### src/rtl/line_glitch_filter.sv
module line_glitch_filter #(
  parameter int FINE_DIV = 3,
  parameter int US_DIV   = 24,
  parameter int DECADE   = 10,
  parameter int DLY_W    = 3
) (
  input  logic             clk,
  input  logic             rst_n,
  input  logic             soft_rst,
  input  logic             en,
  input  logic             line_in,
  input  logic [1:0]       tick_sel,
  input  logic [DLY_W-1:0] delay,
  output logic             line_out,
  output logic             rise_stb,
  output logic             fall_stb
);
  localparam int FW = $clog2(FINE_DIV);
  localparam int UW = $clog2(US_DIV);
  localparam int DW = $clog2(DECADE);
  localparam int CW = DLY_W + 2;

  logic [1:0]    sync_q;
  logic [FW-1:0] fine_q;
  logic [UW-1:0] us_q;
  logic [DW-1:0] ten_q, hun_q;
  logic [CW-1:0] cnt_q, thr;
  logic          run, fine_t, us_t, ten_t, hun_t, sel_t, diff;

  assign run    = en && !soft_rst;
  assign fine_t = fine_q == FW'(FINE_DIV - 1);
  assign us_t   = us_q == UW'(US_DIV - 1);
  assign ten_t  = us_t && (ten_q == DW'(DECADE - 1));
  assign hun_t  = ten_t && (hun_q == DW'(DECADE - 1));
  assign thr    = CW'(delay) * CW'(3);
  assign diff   = sync_q[1] ^ line_out;

  always_comb begin
    case (tick_sel)
      2'd0:    sel_t = fine_t;
      2'd1:    sel_t = us_t;
      2'd2:    sel_t = ten_t;
      default: sel_t = hun_t;
    endcase
  end

  always_ff @(posedge clk or negedge rst_n)
    if (!rst_n) sync_q <= 2'b11;
    else        sync_q <= {sync_q[0], line_in};

  always_ff @(posedge clk or negedge rst_n) begin
    if (!rst_n) begin
      fine_q <= '0; us_q <= '0; ten_q <= '0; hun_q <= '0;
    end else if (!run) begin
      fine_q <= '0; us_q <= '0; ten_q <= '0; hun_q <= '0;
    end else begin
      fine_q <= fine_t ? '0 : fine_q + 1'b1;
      us_q   <= us_t ? '0 : us_q + 1'b1;
      if (us_t)  ten_q <= ten_t ? '0 : ten_q + 1'b1;
      if (ten_t) hun_q <= hun_t ? '0 : hun_q + 1'b1;
    end
  end

  always_ff @(posedge clk or negedge rst_n) begin
    if (!rst_n) begin
      line_out <= 1'b1; cnt_q <= '0; rise_stb <= 1'b0; fall_stb <= 1'b0;
    end else if (soft_rst) begin
      line_out <= 1'b1; cnt_q <= '0; rise_stb <= 1'b0; fall_stb <= 1'b0;
    end else begin
      rise_stb <= 1'b0;
      fall_stb <= 1'b0;
      if (!en || !diff) begin
        cnt_q <= '0;
      end else if (delay == '0 || (sel_t && cnt_q == thr - 1'b1)) begin
        line_out <= sync_q[1];
        rise_stb <= sync_q[1];
        fall_stb <= !sync_q[1];
        cnt_q    <= '0;
      end else if (sel_t) begin
        cnt_q <= cnt_q + 1'b1;
      end
    end
  end

  AST_SOFT_IDLE: assert property (@(posedge clk) disable iff (!rst_n)
    soft_rst |=> line_out && !rise_stb && !fall_stb);
  AST_HOLD_OFF: assert property (@(posedge clk) disable iff (!rst_n)
    (!en && !soft_rst) |=> $stable(line_out) && !rise_stb && !fall_stb);
  AST_STB_EXCL: assert property (@(posedge clk) disable iff (!rst_n)
    !(rise_stb && fall_stb));
  AST_RISE_EDGE: assert property (@(posedge clk) disable iff (!rst_n)
    rise_stb |-> line_out && !$past(line_out));
  AST_FALL_EDGE: assert property (@(posedge clk) disable iff (!rst_n)
    fall_stb |-> !line_out && $past(line_out));
  AST_ZERO_DLY: assert property (@(posedge clk) disable iff (!rst_n)
    (en && !soft_rst && delay == '0 && diff) |=> line_out == $past(sync_q[1]));
  AST_NO_SPURIOUS: assert property (@(posedge clk) disable iff (!rst_n)
    (!soft_rst && !diff) |=> $stable(line_out));
  AST_CNT_BOUND: assert property (@(posedge clk) disable iff (!rst_n)
    (delay != '0) |-> cnt_q < thr || !diff || !en);
endmodule

### config.mk
export PLATFORM = sky130hd
export DESIGN_NAME = line_glitch_filter
export DESIGN_NICKNAME = d
export VERILOG_FILES = /design/src/rtl/line_glitch_filter.sv
export SDC_FILE = /design/constraint.sdc
export NUM_CORES = 1
export LEC_CHECK = 0
export ABC_AREA = 1
export CAP_MARGIN = 5
export CELL_PAD_IN_SITES_DETAIL_PLACEMENT = 1
export CELL_PAD_IN_SITES_GLOBAL_PLACEMENT = 2
export CORE_MARGIN = 2
export CORE_UTILIZATION = 34
export CTS_CLUSTER_SIZE = 30
export DETAILED_ROUTE_END_ITERATION = 8
export PLACE_DENSITY_LB_ADDON = 0.2
export SLEW_MARGIN = 10
export SYNTH_ARGS = -nofsm -noshare
export SYNTH_HDL_FRONTEND = slang
export SYNTH_SLANG_ARGS = --single-unit
### constraint.sdc
create_clock -name clk -period 1.7 [get_ports clk]
set_input_delay 0.425 -clock clk [delete_from_list [all_inputs] [get_ports clk]]
set_output_delay 0.425 -clock clk [all_outputs]
set_load 0.02 [all_outputs]
==> out/summary.txt <==
===========================================================================================
Run status ................................................................... finished, violations left
Failing checks ............................................................... setup timing
R2R Path Start ...............................................................    sync_q[1]
Library cell with the largest summed area after synthesis ....................      dfrtp_1
Cell with the most instances on the worst path ...............................      nand3_2
Worst Tran Pin Value .........................................................     0.430 ns
GRT overflow .................................................................            0
Slowest Stage Delay on Critical Path .........................................      0.44 ns
Share of the synthesized area in the top cell type ...........................        35.5%
Startpoint type of the worst setup path ......................................    input pin
Delay-heaviest family, CP .................................................... simple AND/OR/NAND/NOR gates
Post-Route Hold Slack ........................................................     0.365 ns
Fraction of registers with async set or reset after synthesis ................         100%
Die Span X ...................................................................      71.5 um
Post-route design area .......................................................     2050 um2
Total I/O pin count ..........................................................           13
Number of design-rule violations left by the first detailed-router iteration .           41
Number of cells traversed by the worst register-to-register path .............            6
Quantity of hold-fixing buffers added after cts ..............................            0
Number of enable flip-flop cells after synthesis .............................            0
Max rail drop VDD ............................................................     0.524 mV
Total count of max-transition violations in the final report .................            0
Count of buffers inserted at the top-level ports .............................           12
Xor/xnor cell area share of the yosys netlist ................................        1.69%
Post-synthesis sequential element count ......................................           25
Min-delay worst type .........................................................   reg -> reg
First-pass GRT wire length ...................................................      6670 um
CTS buffer count .............................................................            3
Combinational family with the most area after synthesis ...................... simple AND/OR/NAND/NOR gates
Post-layout minimum cycle time ...............................................      1.73 ns
Worst setup timing slack at the placement stage ..............................    -0.919 ns
Worst path setup slack after routing .........................................   -0.0341 ns
Crit path capture type .......................................................    flip-flop
Mux contribution to synthesized area .........................................       0.646%
Power per unit of standard cell area .........................................   577 nW/um2
Maximum Capacitance Violations ...............................................            0
Adder-Cell Fraction of Synth Area ............................................        9.36%
Net total in the final layout ................................................          251
Site Rows ....................................................................           24
Pleak ........................................................................     0.971 nW
Startpoint of the lowest-slack hold path .....................................    sync_q[0]
CTS HTree Levels .............................................................            1
Critical-path maximum fanout .................................................            5
Height of the die ............................................................      71.5 um
Final Wtd Congestion .........................................................        0.892
WL final .....................................................................      3730 um
Post-place instance area .....................................................     1880 um2
Clock Latency Late Sink ......................................................      0.27 ns
Initial antenna violation count ..............................................            0
Clock slew seen by the registers of the worst setup and hold paths ...........      0.09 ns
Cell area after technology mapping ...........................................     1550 um2
Headroom to the max-slew limit ...............................................        71.3%
Total via count in the routed design .........................................         1342
Number of vias per cell after detailed routing ...............................         4.78
Maximum number of buffers from clock root to sink ............................            2
Critical Path RT .............................................................      1.91 ns
Sequential element share of the synthesized area .............................        40.6%
Mean Syn Cell Area ...........................................................     7.87 um2
Worst path slowest cell ......................................................         fa_1
Maximum number of pins on one net before global-route repair .................           26
Antenna diode count ..........................................................            0
First-pass iteration count of the detailed router ............................            4
Startpoint-to-endpoint class of the critical path ............................    in -> reg
Crit path arrival time .......................................................      1.94 ns
Fmax .........................................................................      577 MHz
Number of global-route vias before repair ....................................         1529
Number of standard cells after synthesis .....................................          197
Total number of yosys warnings ...............................................            0
Layout cells sized above 1 ...................................................        29.7%
Syn_nets .....................................................................          218
Core footprint ...............................................................     4380 um2
Final period utilization .....................................................         102%
Total buffers and inverters traversed by the critical path ...................            3
Routed len/inst ..............................................................      13.3 um
Layout Utilization ...........................................................        46.9%
Total negative slack for setup checks ........................................    -0.149 ns
Setup repair after global routing missed its margin ..........................         true
Setup violations, final ......................................................            6
Worst Clk Skew ...............................................................   0.00290 ns
Count of clock tree sinks ....................................................           25
All-layer global routing usage ...............................................        16.6%
Final hold viol count ........................................................            0
Pwr Total ....................................................................      1.19 mW
Count of cell types in the netlist ...........................................           27
Die area .....................................................................     5120 um2
Predominant post-synthesis flop cell .........................................      dfrtp_1
Area Growth Syn to Fin .......................................................        32.5%
Number of remaining DRC errors ...............................................            0
Top cells by area in the synthesized netlist ................................. dfrtp_1, nand2_1, ha_1, inv_1, nor2_1
Cells on Worst Hold Path .....................................................            0
Residual antenna-violating net count after detailed routing ..................            0
Fraction of the mapped netlist area in compound gates ........................        6.30%
HPWL after detailed placement ................................................      3040 um
Minimum setup slack among reg-to-reg paths ...................................      0.04 ns
Synthesized-area fraction occupied by and/or/nand/nor cells ..................        32.7%
Reg-to-Reg End ...............................................................     line_out
Final cell count without fillers .............................................          281
TritonCTS clock tree .........................................................        built
Placed cell count ............................................................          276
Root cell of the clock tree ..................................................     clkbuf_8
Crit path cell chain ......................................................... buf_12, inv_16, ha_4, inv_2, fa_1, nand3_2, nand2_2, nand3_2, nand2_2, nand3_2, nor2_4, nor2_4, nand3_4, nor2_1
Endpoint of the worst hold-timing path .......................................    sync_q[1]
Starting density of the core .................................................        35.4%
===========================================================================================
[state kept, by name, indices dropped and copies added (netlist names)]
signal	cells
us_q	5
sync_q	2
ten_q	4
hun_q	4
rise_stb	1
fine_q	2
fall_stb	1
line_out	1
cnt_q	5
[synth_stat cells, types with 3 or more instances]
cell     instances
o21ai_0          6
nand2_2          5
nand2_1         44
a21oi_1          7
nor2_2           5
inv_2            5
dfstp_2          3
ha_1            10
dfrtp_1         22
nand3_1         11
inv_1           31
nor3_1           5
nor2_1          23
nand4_1          3
xor2_1           3
[area by class of cell]
type	count	area, um2
fillers	530	2330
multi-input cells	136	903
flip-flops and latches	25	629
repair buffers	28	254
inverters	36	154
well taps	52	65.1
clock buffers	3	41.3
clock inverters	1	7.51
[worst max-delay path by stage]
stage,depth (start not counted),from,slack [ns],to
finish,14,delay[0],-0.03,cnt_q[3]
global route,14,delay[0],-0.13,cnt_q[3]
CTS,15,delay[0],-0.23,cnt_q[3]
detailed placement,15,delay[0],-0.92,cnt_q[1]
global placement,15,delay[0],-0.82,cnt_q[4]
floorplan,13,delay[0],-0.14,cnt_q[0]
[cells in the final DEF (no fill, tap or decap), types with 6 or more instances in the layout]
cell type        instances
clkdlybuf4s50_1          8
ha_1                     8
nor2_1                  18
nand2_1                 40
inv_1                   28
nand2_2                  8
buf_4                   15
nand3_1                  7
inv_2                    6
nor2_4                   7
dfrtp_1                 22
[repair_timing]
item | in CTS | in global routing
endpoints found under the setup margin | 9 | 10
gates resized for setup | 20 | 24
pin swaps | 12 | 16
buffers inserted | 1 | 1
[per-layer routing]
layer / up-vias / track usage [%] / wire length [um]
li1: 673 / - / -
met1: 638 / 18.9 / 1500
met2: 17 / 30.8 / 2010
met3: 14 / 2.39 / 90
met4: 0 / 6.92 / 131
met5: - / 0 / 0
[cell families after synthesis]
kind of cell / Yosys count
simple gates: 104
compound gates: 17
buf+inv: 36
mux: 1
xor+xnor: 3
fa+ha+maj: 11
flops: 25
[power breakdown]
group	leakage, nW	switching [mW]	total, mW	internal, mW
registers	0.336	0.00591	0.612	0.607
logic	0.614	0.117	0.206	0.0886
clock network	0.0217	0.200	0.367	0.166
total	0.971	0.324	1.19	0.862
(Power assumes the default switching activity.)
